<file path="src/rtl/rxq_pkg.sv">
// Package: shared helpers for the receive byte queue.
// Assumes the queue depth is at least 4 so that every trigger level is nonzero.
package rxq_pkg;
    timeunit 1ns;
    timeprecision 1ps;

    // Trigger level for a 2-bit code, scaled to the queue depth
    // (depth 16 gives 1, 4, 8, 14).
    function automatic int unsigned trig_level(input int unsigned code, input int unsigned depth);
        case (code)
            0:       return 1;
            1:       return depth / 4;
            2:       return depth / 2;
            default: return depth - 2;
        endcase
    endfunction
endpackage

</file>
<file path="src/rtl/rxq_store.sv">
// Storage: circular byte buffer with read/write pointers, an occupancy count
// and a sticky overrun flag.
// Assumes: cap <= DEPTH. clear has priority over push and pop. A push is
// accepted at capacity only when a pop happens in the same cycle.
module rxq_store #(
    parameter int W     = 8,
    parameter int DEPTH = 16,
    localparam int CW   = $clog2(DEPTH + 1),
    localparam int PW   = $clog2(DEPTH)
) (
    input  logic          clk,
    input  logic          rst_n,
    input  logic          clear,
    input  logic          push,
    input  logic [W-1:0]  push_data,
    input  logic          pop,
    input  logic [CW-1:0] cap,
    output logic [W-1:0]  rd_data,
    output logic [CW-1:0] count,
    output logic          overrun,
    output logic          pop_ok
);
    timeunit 1ns;
    timeprecision 1ps;

    logic [W-1:0]  mem [DEPTH];
    logic [PW-1:0] wr_ptr, rd_ptr;
    logic          push_ok;

    // Accept or reject this cycle's push and pop.
    always_comb begin
        pop_ok  = pop && !clear && (count != '0);
        push_ok = push && !clear && ((count < cap) || pop_ok);
    end

    assign rd_data = mem[rd_ptr];

    // Write accepted bytes into the buffer.
    always_ff @(posedge clk) begin
        if (push_ok) mem[wr_ptr] <= push_data;
    end

    // Advance the pointers and the occupancy; clear empties everything.
    always_ff @(posedge clk) begin
        if (!rst_n || clear) begin
            wr_ptr <= '0;
            rd_ptr <= '0;
            count  <= '0;
        end else begin
            if (push_ok) wr_ptr <= (wr_ptr == PW'(DEPTH - 1)) ? '0 : wr_ptr + 1'b1;
            if (pop_ok)  rd_ptr <= (rd_ptr == PW'(DEPTH - 1)) ? '0 : rd_ptr + 1'b1;
            if (push_ok && !pop_ok)      count <= count + 1'b1;
            else if (pop_ok && !push_ok) count <= count - 1'b1;
        end
    end

    // Sticky record of a dropped byte; only clear removes it.
    always_ff @(posedge clk) begin
        if (!rst_n || clear)       overrun <= 1'b0;
        else if (push && !push_ok) overrun <= 1'b1;
    end

    AST_COUNT_BOUND: assert property (@(posedge clk) disable iff (!rst_n)
        count <= CW'(DEPTH));
    AST_CLEAR_EMPTIES: assert property (@(posedge clk) disable iff (!rst_n)
        clear |=> (count == '0) && !overrun);
    AST_FULL_DROP: assert property (@(posedge clk) disable iff (!rst_n)
        (push && !pop && !clear && count >= cap) |=> (count == $past(count)) && overrun);
    AST_OVR_STICKY: assert property (@(posedge clk) disable iff (!rst_n)
        (overrun && !clear) |=> overrun);
    AST_EMPTY_READ: assert property (@(posedge clk) disable iff (!rst_n)
        (pop && !push && count == '0) |=> (count == '0));
endmodule

</file>
<file path="src/rtl/rxq_idle.sv">
// Idle timer: counts character ticks while data waits and nothing moves,
// and reports a timeout once IDLE ticks have passed.
// Assumes: activity covers every push, accepted pop and clear.
module rxq_idle #(
    parameter int IDLE = 4,
    localparam int TW  = $clog2(IDLE + 1)
) (
    input  logic clk,
    input  logic rst_n,
    input  logic enable,
    input  logic occupied,
    input  logic activity,
    input  logic tick,
    output logic timeout
);
    timeunit 1ns;
    timeprecision 1ps;

    logic [TW-1:0] idle_cnt;

    // Restart on activity or an empty queue; otherwise count ticks up to IDLE.
    always_ff @(posedge clk) begin
        if (!rst_n || !enable || !occupied || activity) idle_cnt <= '0;
        else if (tick && idle_cnt != TW'(IDLE))          idle_cnt <= idle_cnt + 1'b1;
    end

    assign timeout = enable && occupied && (idle_cnt == TW'(IDLE));

    AST_TO_RESTART: assert property (@(posedge clk) disable iff (!rst_n)
        activity |=> !timeout);
    AST_TO_NEEDS_TICK: assert property (@(posedge clk) disable iff (!rst_n)
        (!timeout && !tick) |=> !timeout);
endmodule

</file>
<file path="src/rtl/rx_trig_fifo.sv">
// Top: receive byte queue with a programmable trigger interrupt and an idle
// timeout. Selects the capacity and trigger level from the mode inputs, and
// empties the queue on flush or on a change of fifo_en.
// Assumes: push_valid is a single-cycle pulse per received byte; char_tick is
// a single-cycle pulse per character time.
module rx_trig_fifo #(
    parameter int W     = 8,
    parameter int DEPTH = 16,
    parameter int IDLE  = 4,
    localparam int CW   = $clog2(DEPTH + 1)
) (
    input  logic          clk,
    input  logic          rst_n,
    input  logic          push_valid,
    input  logic [W-1:0]  push_data,
    input  logic          rd_strobe,
    input  logic          flush,
    input  logic          fifo_en,
    input  logic [1:0]    trig_code,
    input  logic          char_tick,
    output logic [W-1:0]  rd_data,
    output logic [CW-1:0] fill_count,
    output logic          data_irq,
    output logic          timeout_flag,
    output logic          overrun_flag
);
    timeunit 1ns;
    timeprecision 1ps;

    logic [CW-1:0] lvl [4];
    logic [CW-1:0] trig, cap;
    logic          en_q, clear, pop_ok;

    // Table of trigger levels, one entry per code.
    for (genvar g = 0; g < 4; g++) begin : g_lvl
        assign lvl[g] = CW'(rxq_pkg::trig_level(g, DEPTH));
    end

    // Remember the last mode so that a mode change can flush the queue.
    always_ff @(posedge clk) begin
        if (!rst_n) en_q <= 1'b0;
        else        en_q <= fifo_en;
    end

    // Pick capacity and trigger level for the current mode.
    always_comb begin
        clear = flush || (fifo_en != en_q);
        cap   = fifo_en ? CW'(DEPTH) : CW'(1);
        trig  = fifo_en ? lvl[trig_code] : CW'(1);
    end

    rxq_store #(.W(W), .DEPTH(DEPTH)) i_store (
        .clk(clk), .rst_n(rst_n), .clear(clear),
        .push(push_valid), .push_data(push_data), .pop(rd_strobe),
        .cap(cap), .rd_data(rd_data), .count(fill_count),
        .overrun(overrun_flag), .pop_ok(pop_ok)
    );

    rxq_idle #(.IDLE(IDLE)) i_idle (
        .clk(clk), .rst_n(rst_n), .enable(fifo_en),
        .occupied(fill_count != '0),
        .activity(push_valid || pop_ok || clear),
        .tick(char_tick), .timeout(timeout_flag)
    );

    // Interrupt level: trigger reached, or data stranded by the idle timeout.
    assign data_irq = (fill_count >= trig) || timeout_flag;

    AST_IRQ_HOLD: assert property (@(posedge clk) disable iff (!rst_n)
        (data_irq && !timeout_flag && !rd_strobe && !clear && $stable(trig_code)) |=> data_irq);
    AST_TO_RAISES_IRQ: assert property (@(posedge clk) disable iff (!rst_n)
        timeout_flag |-> data_irq && (fill_count != '0));
    AST_SINGLE_HOLD: assert property (@(posedge clk) disable iff (!rst_n)
        (!fifo_en && !clear) |-> fill_count <= CW'(1));
endmodule

</file>
<file path="config.mk">
export PLATFORM = sky130hd
export DESIGN_NAME = rx_trig_fifo
export DESIGN_NICKNAME = d
export VERILOG_FILES = /design/src/rtl/rxq_pkg.sv /design/src/rtl/rxq_store.sv /design/src/rtl/rxq_idle.sv /design/src/rtl/rx_trig_fifo.sv
export SDC_FILE = /design/constraint.sdc
export NUM_CORES = 1
export LEC_CHECK = 0
export ABC_AREA = 1
export BUFFER_PORTS_ARGS = -buffer_cell sky130_fd_sc_hd__buf_2
export CAP_MARGIN = 20
export CORE_UTILIZATION = 30
export CTS_BUF_LIST = sky130_fd_sc_hd__clkbuf_16
export CTS_CLUSTER_DIAMETER = 50
export CTS_CLUSTER_SIZE = 12
export DETAILED_ROUTE_END_ITERATION = 7
export GPL_TIMING_DRIVEN = 0
export PLACE_DENSITY_LB_ADDON = 0.3
export SLEW_MARGIN = 25
export SYNTH_ARGS = -nofsm -noshare
export SYNTH_HDL_FRONTEND = slang
export SYNTH_HIERARCHICAL = 1
export SYNTH_SLANG_ARGS = --single-unit
</file>
<file path="constraint.sdc">
create_clock -name clk -period 4.85 [get_ports clk]
set_input_delay 0.485 -clock clk [delete_from_list [all_inputs] [get_ports clk]]
set_output_delay 0.485 -clock clk [all_outputs]
set_load 0.01 [all_outputs]
</file>
Word-level counts from Yosys, hierarchy flattened
Memory sizes are Yosys's and may differ from the RTL's. A register that Yosys moved wholly into a read port is not among the register bits. Cells that the tools add are included.

Input bits: 17. Register bits: 18. Word-level logic and storage cells: 61. Output and inout bits: 16. Memories: 1. Memory bits (writable): 128.

Memory list: i_store.mem (depth 16, width 8, rd ports 1, clocked after Yosys merged registers in 1, write ports 1, line rxq_store.sv:26) `logic [W-1:0] mem [DEPTH];`.

Reductions and logical operators: 27. Bitwise operators: 1. Mux-type cells: 13. Add/subtract/negate cells: 5. Eq/ne operators: 5. Magnitude comparators: 3.

Operator list (number): two-way mux 5 bit (6); two-way mux 4 bit (4); binary-select mux 5 bit (select 2 bit) (1); logical AND 1 bit (10); logical OR 1 bit (9); adder 4 x 1 -> 4 bit (second input constant) (2); equality test 4 bit (second input constant) (2); logical NOT 1 bit (6); adder 5 x 1 -> 5 bit (second input constant) (1); >= comparator 5 bit (1); < comparator 5 bit (1); nonzero test 5 bit (1); subtractor 5 x 1 -> 5 bit (second input constant) (1); adder 3 x 1 -> 3 bit (second input constant) (1); equality test 3 bit (second input constant) (1); >= comparator 3 bit (second input constant) (1); inequality test 3 bit (second input constant) (1); NOT 2 -> 3 bit (1); two-way mux 1 bit (2); nonzero test 2 bit (1); inequality test 1 bit (1).

Logic depth before layout (Yosys ltp)
Gate-level depths: netlist of the first run.

Depth after elaboration: 11. Gate-level depth with buffers: 19.

By module
Netlist of the first run, hierarchy kept.

Modules (own cells, without submodules): rxq_store (sequential area each 4204.0 um^2, instances 1, cells each 575, area an instance 6413.7 um^2); rx_trig_fifo (sequential area each 20.0 um^2, instances 1, cells each 36, area an instance 200.2 um^2); rxq_idle (sequential area each 60.1 um^2, instances 1, cells each 29, area an instance 183.9 um^2).

Least setup slack after synthesis of the first run
OpenSTA, ideal clock, no wires.

Path type: input to register. From: in fifo_en. To: reg i_store.count[4]. Cell stages on the path: 17. Setup slack: 2.391 ns. Arrival: 2.389 ns. Data required time: 4.780 ns. Cell sequence: inv_1 ha_1 a21oi_1 nand3_2 nand2_4 nand2_4 inv_1 ha_1 inv_1 fa_1 nand2_1 a21oi_1 nor2_1 nand2_1 nand2_1 nand2_1 a21oi_1.

Cells in the longest elaborated chain, start to end: 10. Elaborated cells on any way between the ends: 17. Classes of those cells: order compare (1); eq/ne (1); mux (2); reduce/logical (13).

RTL lines: start: declaration (line rx_trig_fifo.sv:18) `input logic fifo_en,`; parallel branches: the longest is 6 deep, another holds < comparator 5 bit; logical AND 1 bit (*) (line rxq_store.sv:33) `push_ok = push && !clear && ((count < cap) || pop_ok);`; via i_store.push_ok (line rxq_store.sv:28) `logic push_ok;`; logical NOT 1 bit (line rxq_store.sv:53) `else if (pop_ok && !push_ok) count <= count - 1'b1;`; logical AND 1 bit (line rxq_store.sv:53); nonzero test 2 bit (no source line); end signal: assignment (line rxq_store.sv:52) `if (push_ok && !pop_ok) count <= count + 1'b1;`; end signal: assignment (line rxq_store.sv:53); end: declaration (line rxq_store.sv:19) `output logic [CW-1:0] count,`.

Mark *: on every way through the listed nets, which the timed path passes. A chain may end at the register's enable or synchronous reset.

Final worst setup path of the first run
From: reg i_store.count[4]. To: reg i_store.count[4].

Cells in the longest elaborated chain, start to end: 7. Elaborated cells on any way between the ends: 14. Classes of those cells: add/sub (2); order compare (1); mux (2); reduce/logical (9).

RTL lines (line): parallel branches: the longest is 2 deep, another holds < comparator 5 bit; logical OR 1 bit (*) (rxq_store.sv:33); logical AND 1 bit (*) (rxq_store.sv:33); via i_store.push_ok (rxq_store.sv:28); logical NOT 1 bit (rxq_store.sv:53); logical AND 1 bit (rxq_store.sv:53); nonzero test 2 bit (no source line).

Mark *: on every way through the listed nets, which the timed path passes. The select of a mux whose other input is x is not followed.

==> results of run 1 <==
==> state kept, by name (all words and copies together), names as in the netlist, named ones only <==
register and flops:
i_store/rd_ptr 4, i_store/mem 128, i_store/count 5, en_q 1
i_store/overrun 1, i_idle/idle_cnt 3, i_store/wr_ptr 4
==> report_power, final <==
group,switching [mW],internal [mW]
clock,0.530,0.863
combinational,0.0702,0.0303
sequential,0.00369,1.40
==> through the flow <==
step	cells	setup WS (ns)	total power [mW]	utilization	hold slack, ns
CTS	987	2.109	2.929	0.3640	0.2710
floorplan	642	2.391	1.485	-	0.4469
global route	987	1.842	2.996	0.3645	0.2907
global placement	954	1.599	1.532	0.3321	0.4480
finish	987	2.117	2.900	0.3645	0.2903
detailed placement	956	1.923	1.536	0.3358	0.4536
==> worst max-delay path, cell delays in order (launching register included) <==
cell and delay, ns:
dfxtp_1 0.54, ha_1 0.32, a21oi_1 0.18, nand3_2 0.14, nand2_4 0.11, nand2_4 0.07, inv_1 0.10, ha_1 0.19
inv_1 0.10, ha_1 0.35, nand2_1 0.07, a21oi_1 0.17, nor2_1 0.06, nand2_1 0.05, nand2_1 0.05, nand2_1 0.06
a21oi_1 0.05
==> cell usage after synthesis <==
library cell	instances	area [µm²]
a21oi_1	42	210.2
a21oi_2	1	8.760
buf_2	16	80.08
buf_4	1	7.510
buf_6	5	56.30
buf_8	1	15.01
clkbuf_1	5	18.77
conb_1	1	3.750
dfxtp_1	22	440.4
edfxtp_1	128	3844
fa_1	1	20.02
ha_1	19	237.7
inv_1	109	409.1
inv_2	2	7.510
nand2_1	89	334.1
nand2_2	4	25.02
nand2_4	3	33.78
nand3_1	63	315.3
nand3_2	2	20.02
nand3b_1	1	7.510
nand4_1	2	12.51
nor2_1	24	90.09
nor2_2	4	25.02
nor3_1	18	90.09
o211ai_1	32	240.2
o21ai_0	37	185.2
o21ai_1	1	5.000
o21bai_1	1	7.510
or2_1	1	6.260
or2_2	1	6.260
xnor2_1	1	8.760
xor2_1	3	26.28
==> metal layers <==
metal,track usage,vias to the layer above,part of all wire
met4,0.06734,0,0.030
met2,0.2212,128,0.44
met3,0.03356,27,0.058
li1,-,2286,-
met1,0.1959,2126,0.47
met5,0,-,0
==> cell type report <==
class | instances | area share
flip-flops and latches | 150 | 0.5337
multi-input cells | 353 | 0.2494
repair buffers | 34 | 0.02182
clock buffers | 17 | 0.05299
plain buffers | 28 | 0.02213
well taps | 280 | 0.04364
inverters | 111 | 0.05190
clock inverters | 14 | 0.02447
==> path summary, 6_finish.rpt <==
path / start / to / slack (ns) / depth (start not counted)
worst max-delay path: i_store/count[4] / i_store/count[4] / 2.12 / 16
worst min-delay path: rst_n / en_q / 0.29 / 3
worst max register to register: i_store/count[4] / i_store/count[4] / 2.12 / 16
worst min register to register: i_store/overrun / i_store/overrun / 0.46 / 2
==> cells by family after synthesis <==
group,share of synthesized area
buffers and inverters,0.08743
adders and majority gates,0.03792
xor gates and xnor gates,0.005155
DFF,0.6302
and+or+nand+nor,0.1421
AOI/OAI and AO/OA,0.09663
other,0.0005517
==> flow_summary.ini, run 1 <==
[status]
status = complete, but fails checks
violations = DRC

[sta]
relSlewSlack = 0.4085
setup_viol = 0
max_freq_mhz = 365.9
slew_viol_final = 0
final_hold_viol_count = 0
grt_setup_unrepaired = no
min_period_ns = 2.733
min_period_over_period = 0.5636
setup_tns_ns = 0
skew_ns = 0.01366
worst_pin_slew_ns = 0.8825

[place]
place_congestion = 0.9107
dp_hpwl_um = 11010
io_buffers = 32
place_area_mm2 = 0.007396

[floorplan]
die-area_mm2 = 0.02327
die_w_um = 152.5
start_util = 0.3086
coreArea_mm2 = 0.02203
io_pins = 33
row_count = 54
die_y_um = 152.5

[drt]
vias = 4567
drt_iter0_drc = 400
drc = 3
avgRoutedWirePerCell_um = 16.24
route.detailed.vias_per_inst = 4.627
firstDrtPassIters = 8
wl_um = 16030
ant_nets = 0

[clocking]
root_buffer = clkbuf_16
cts_resized = 0
cts_tree = done
cts.clk_slew.worst_paths_ns = 0.06
post_cts_buffers = 0
htree_levels = 4
cts_buffer_depth = 2
cts_buffers = 17
insertion_delay_ns = 0.42
numClockSinks = 150
cts_hold_buf = 0

[cells_and_area]
multiInputGateArea_mm2 = 0.002002
layout-drive-gt1-share = 0.1669
nFillCells = 2214
fin_area_mm2 = 0.008028
seq_area_mm2 = 0.004284
final_common_cell = edfxtp_1
syn_to_final_growth_pct = 18.09
antennaDiodeCount = 0
nets = 732
layout_common_cells = edfxtp_1 (128), inv_1 (110), nand2_1 (89), nand3_1 (63), buf_2 (48)

[power_and_ir_drop]
leakagePower_nw = 3.076
power_per_cell_area_mw_per_mm2 = 361.3
peakVddDrop_mv = 0.1878

[grt]
grt_usage = 0.1451
grt_pass1_wl_um = 25140
antenna_found_initial = 0
grt-ovfl-total = 0
first_global_vias = 4429
grt_max_degree = 17

[synthesis]
yosysSeqAreaShare = 0.6302
synth_cell_types = 32
netlist_area_mm2 = 0.006798
avgSynthCellArea_um2 = 10.62
ys_ff_latch = 150
netlist_instances = 640
synth_warnings = 6

[worst_setup_path]
path_max_fanout = 8
criticalPathCategory = reg -> reg
cp_data_arrival_time_ns = 3.03
critPathLaunchType = register
crit_required_ns = 5.15
end_kind = register

[run]
cap_violations = 0

[hold_path]
holdCritPathClass = in -> reg
Power figures use the tool's default switching activity.
==> run 2: changes to the inputs <==
Clock period 4.85 ns to 2.6 ns, I/O delays scaled along.
==> run 2 against run 1 <==
The run still ends with DRC left; sequential cell count is the same; register-to-register slack lost 1.9 ns; sequential share of layout area shrank 0.43 points; clock power grew 87%; die area is the same; hold slack lost 0.23 ns; fmax grew 16%; total power grew 87%; sequential power grew 86%; first-iteration DRC count grew 9.0%; highest routed layer unchanged.
==> flow_summary.ini, run 2 (synthesis results as in run 1) <==
[clocking]
htree_levels = 4
cts_tree = done
cts_hold_buf = 0
cts_buffer_depth = 2
numClockSinks = 150
cts_buffers = 17
insertion_delay_ns = 0.42
cts.clk_slew.worst_paths_ns = 0.06
root_buffer = clkbuf_16

[worst_setup_path]
end_kind = register
rrSetupSlack_ns = 0.25
cpPeakStageDelay_ns = 0.41
cp_data_arrival_time_ns = 2.69
crit_slowest_cell = dfxtp_4
reg2reg_to = i_store/count[4]
r2r_start = i_store/count[4]
worstPathCellList = ha_4 > nand2_1 > nor2_1 > nand2_1 > nand3_2 > nand2_4 > nand2_4 > inv_2 > ha_2 > inv_2 > fa_2 > nand2_1 > a21oi_1 > nor2_1 > nand2_1 > nand2_1 > nand2_1 > a21oi_1
critPathLaunchType = register
rr_worst_depth = 18
path_max_fanout = 8
crit_buf_inv = 2
criticalPathCategory = reg -> reg
crit_required_ns = 2.95
crit_family = simple AND/OR/NAND/NOR gates
crit_top_cell = nand2_1

[status]
violations = DRC
status = complete, but fails checks

[grt]
grt_usage = 0.1451
grt_pass1_wl_um = 25140
grt_max_degree = 17
antenna_found_initial = 0
first_global_vias = 4430
grt-ovfl-total = 0

[drt]
vias = 4625
firstDrtPassIters = 8
drc = 3
avgRoutedWirePerCell_um = 16.24
wl_um = 16130
route.detailed.vias_per_inst = 4.658
drt_iter0_drc = 436
ant_nets = 0

[sta]
min_period_over_period = 0.9024
skew_ns = 0.01072
relSlewSlack = 0.3989
max_freq_mhz = 426.2
setup_viol = 0
worst_pin_slew_ns = 0.8968
finalHoldWorstSlack_ns = 0.06500
slew_viol_final = 0
min_period_ns = 2.346
final_hold_viol_count = 0

[cells_and_area]
nFillCells = 2206
regMostFlops = i_store/mem
layout-drive-gt1-share = 0.1893
syn_to_final_growth_pct = 19.47
reg_top3 = i_store/mem (128), i_store/count (5)
largest_register_ff_count = 128
antennaDiodeCount = 0
nets = 738
final_common_cell = edfxtp_1
layout_common_cells = edfxtp_1 (128), inv_1 (108), nand2_1 (89), nand3_1 (63), buf_2 (48)

[floorplan]
row_count = 54
die_y_um = 152.5
die_w_um = 152.5
die-area_mm2 = 0.02327
coreArea_mm2 = 0.02203
io_pins = 33
start_util = 0.3086

[place]
place_congestion = 0.9107
io_buffers = 32
dp_hpwl_um = 11010

[hold_path]
hold_path_startpoint = rst_n
min_delay_path_depth = 3
holdCritPathClass = in -> reg
whs_endpoint = en_q

[power_and_ir_drop]
intPower_mw = 4.286
power_per_cell_area_mw_per_mm2 = 666.4
leakagePower_nw = 3.106
p_switching_mw = 1.126
peakVddDrop_mv = 0.3503
p_clk_frac = 0.480
seq_power_share = 0.484
switching_share = 0.2081
power.total_mw = 5.412
pwr-share-comb = 0.036

[run]
cap_violations = 0
-- run 2: changes by cell type in the layout (fill, tap and decap cells not counted), sizes merged --
cell  before  now
buf       57   63
-- run 2: how the worst max path moves through the flow --
stage	endpoint	cells past startpoint	start	slack, ns
5_1_grt	i_store/count[4]	15	en_q	-0.01
2_1_floorplan	i_store/count[4]	16	i_store/count[4]	0.16
6_report	i_store/count[4]	18	i_store/count[4]	0.25
3_3_place_gp	i_store/mem[9][5]	7	i_store/count[4]	-0.45
4_1_cts	i_store/count[4]	18	i_store/count[1]	0.02
3_5_place_dp	i_store/count[4]	18	i_store/count[1]	-0.12
-- run 2: repair_timing --
action                                  CTS  global route
buffers inserted                          0             6
gates resized for setup                   5            10
pin swaps                                 0             2
endpoints found under the setup margin   19             3
-- run 2: per-stage QoR --
step / TNS, ns / worst slack (ns) / std cells / instance area [µm²] / util
after floorplan: 0 / 0.1551 / 642 / 6805 / -
after global routing: -0.01275 / -0.01275 / 993 / 8122 / 0.3687
after detailed placement: -1.780 / -0.1185 / 956 / 7396 / 0.3358
after CTS: 0 / 0.01760 / 987 / 8025 / 0.3643
final: 0 / 0.2537 / 993 / 8122 / 0.3687
after global placement: -31.37 / -0.4509 / 954 / 7316 / 0.3321
-- run 2: power groups by stage --
stage,logic [mW],clock network (mW),registers [mW]
6_report,0.197,2.60,2.62
2_1_floorplan,0.0958,0,2.68
3_3_place_gp,0.183,0,2.68
3_5_place_dp,0.190,0,2.68
4_1_cts,0.190,2.65,2.62
5_1_grt,0.221,2.76,2.62
-- run 2: cell type report --
cell class | instances | area [µm²] | area share
inverter | 111 | 416.7 | 0.05130
clock buffer | 17 | 425.4 | 0.05238
sequential | 150 | 4299 | 0.5293
clock inverter | 14 | 196.4 | 0.02419
buffer | 28 | 177.7 | 0.02188
timing repair buffer | 40 | 220.2 | 0.02711
multi-input combinational | 353 | 2036 | 0.2507
tap | 280 | 350.3 | 0.04314
-- run 2: tightest hold or removal path: stages --
cell and delay (ns):
buf_2 0.10, nand2_1 0.05, inv_1 0.04
-- run 2: per-layer routing --
layer  share of wire  track usage  vias up  wire (µm)
met5               0            0        -          0
met1            0.47       0.1959     2163       7545
met4           0.029      0.06734        0        473
met2            0.44       0.2212      135       7156
li1                -            -     2300          -
met3           0.059      0.03356       27        951
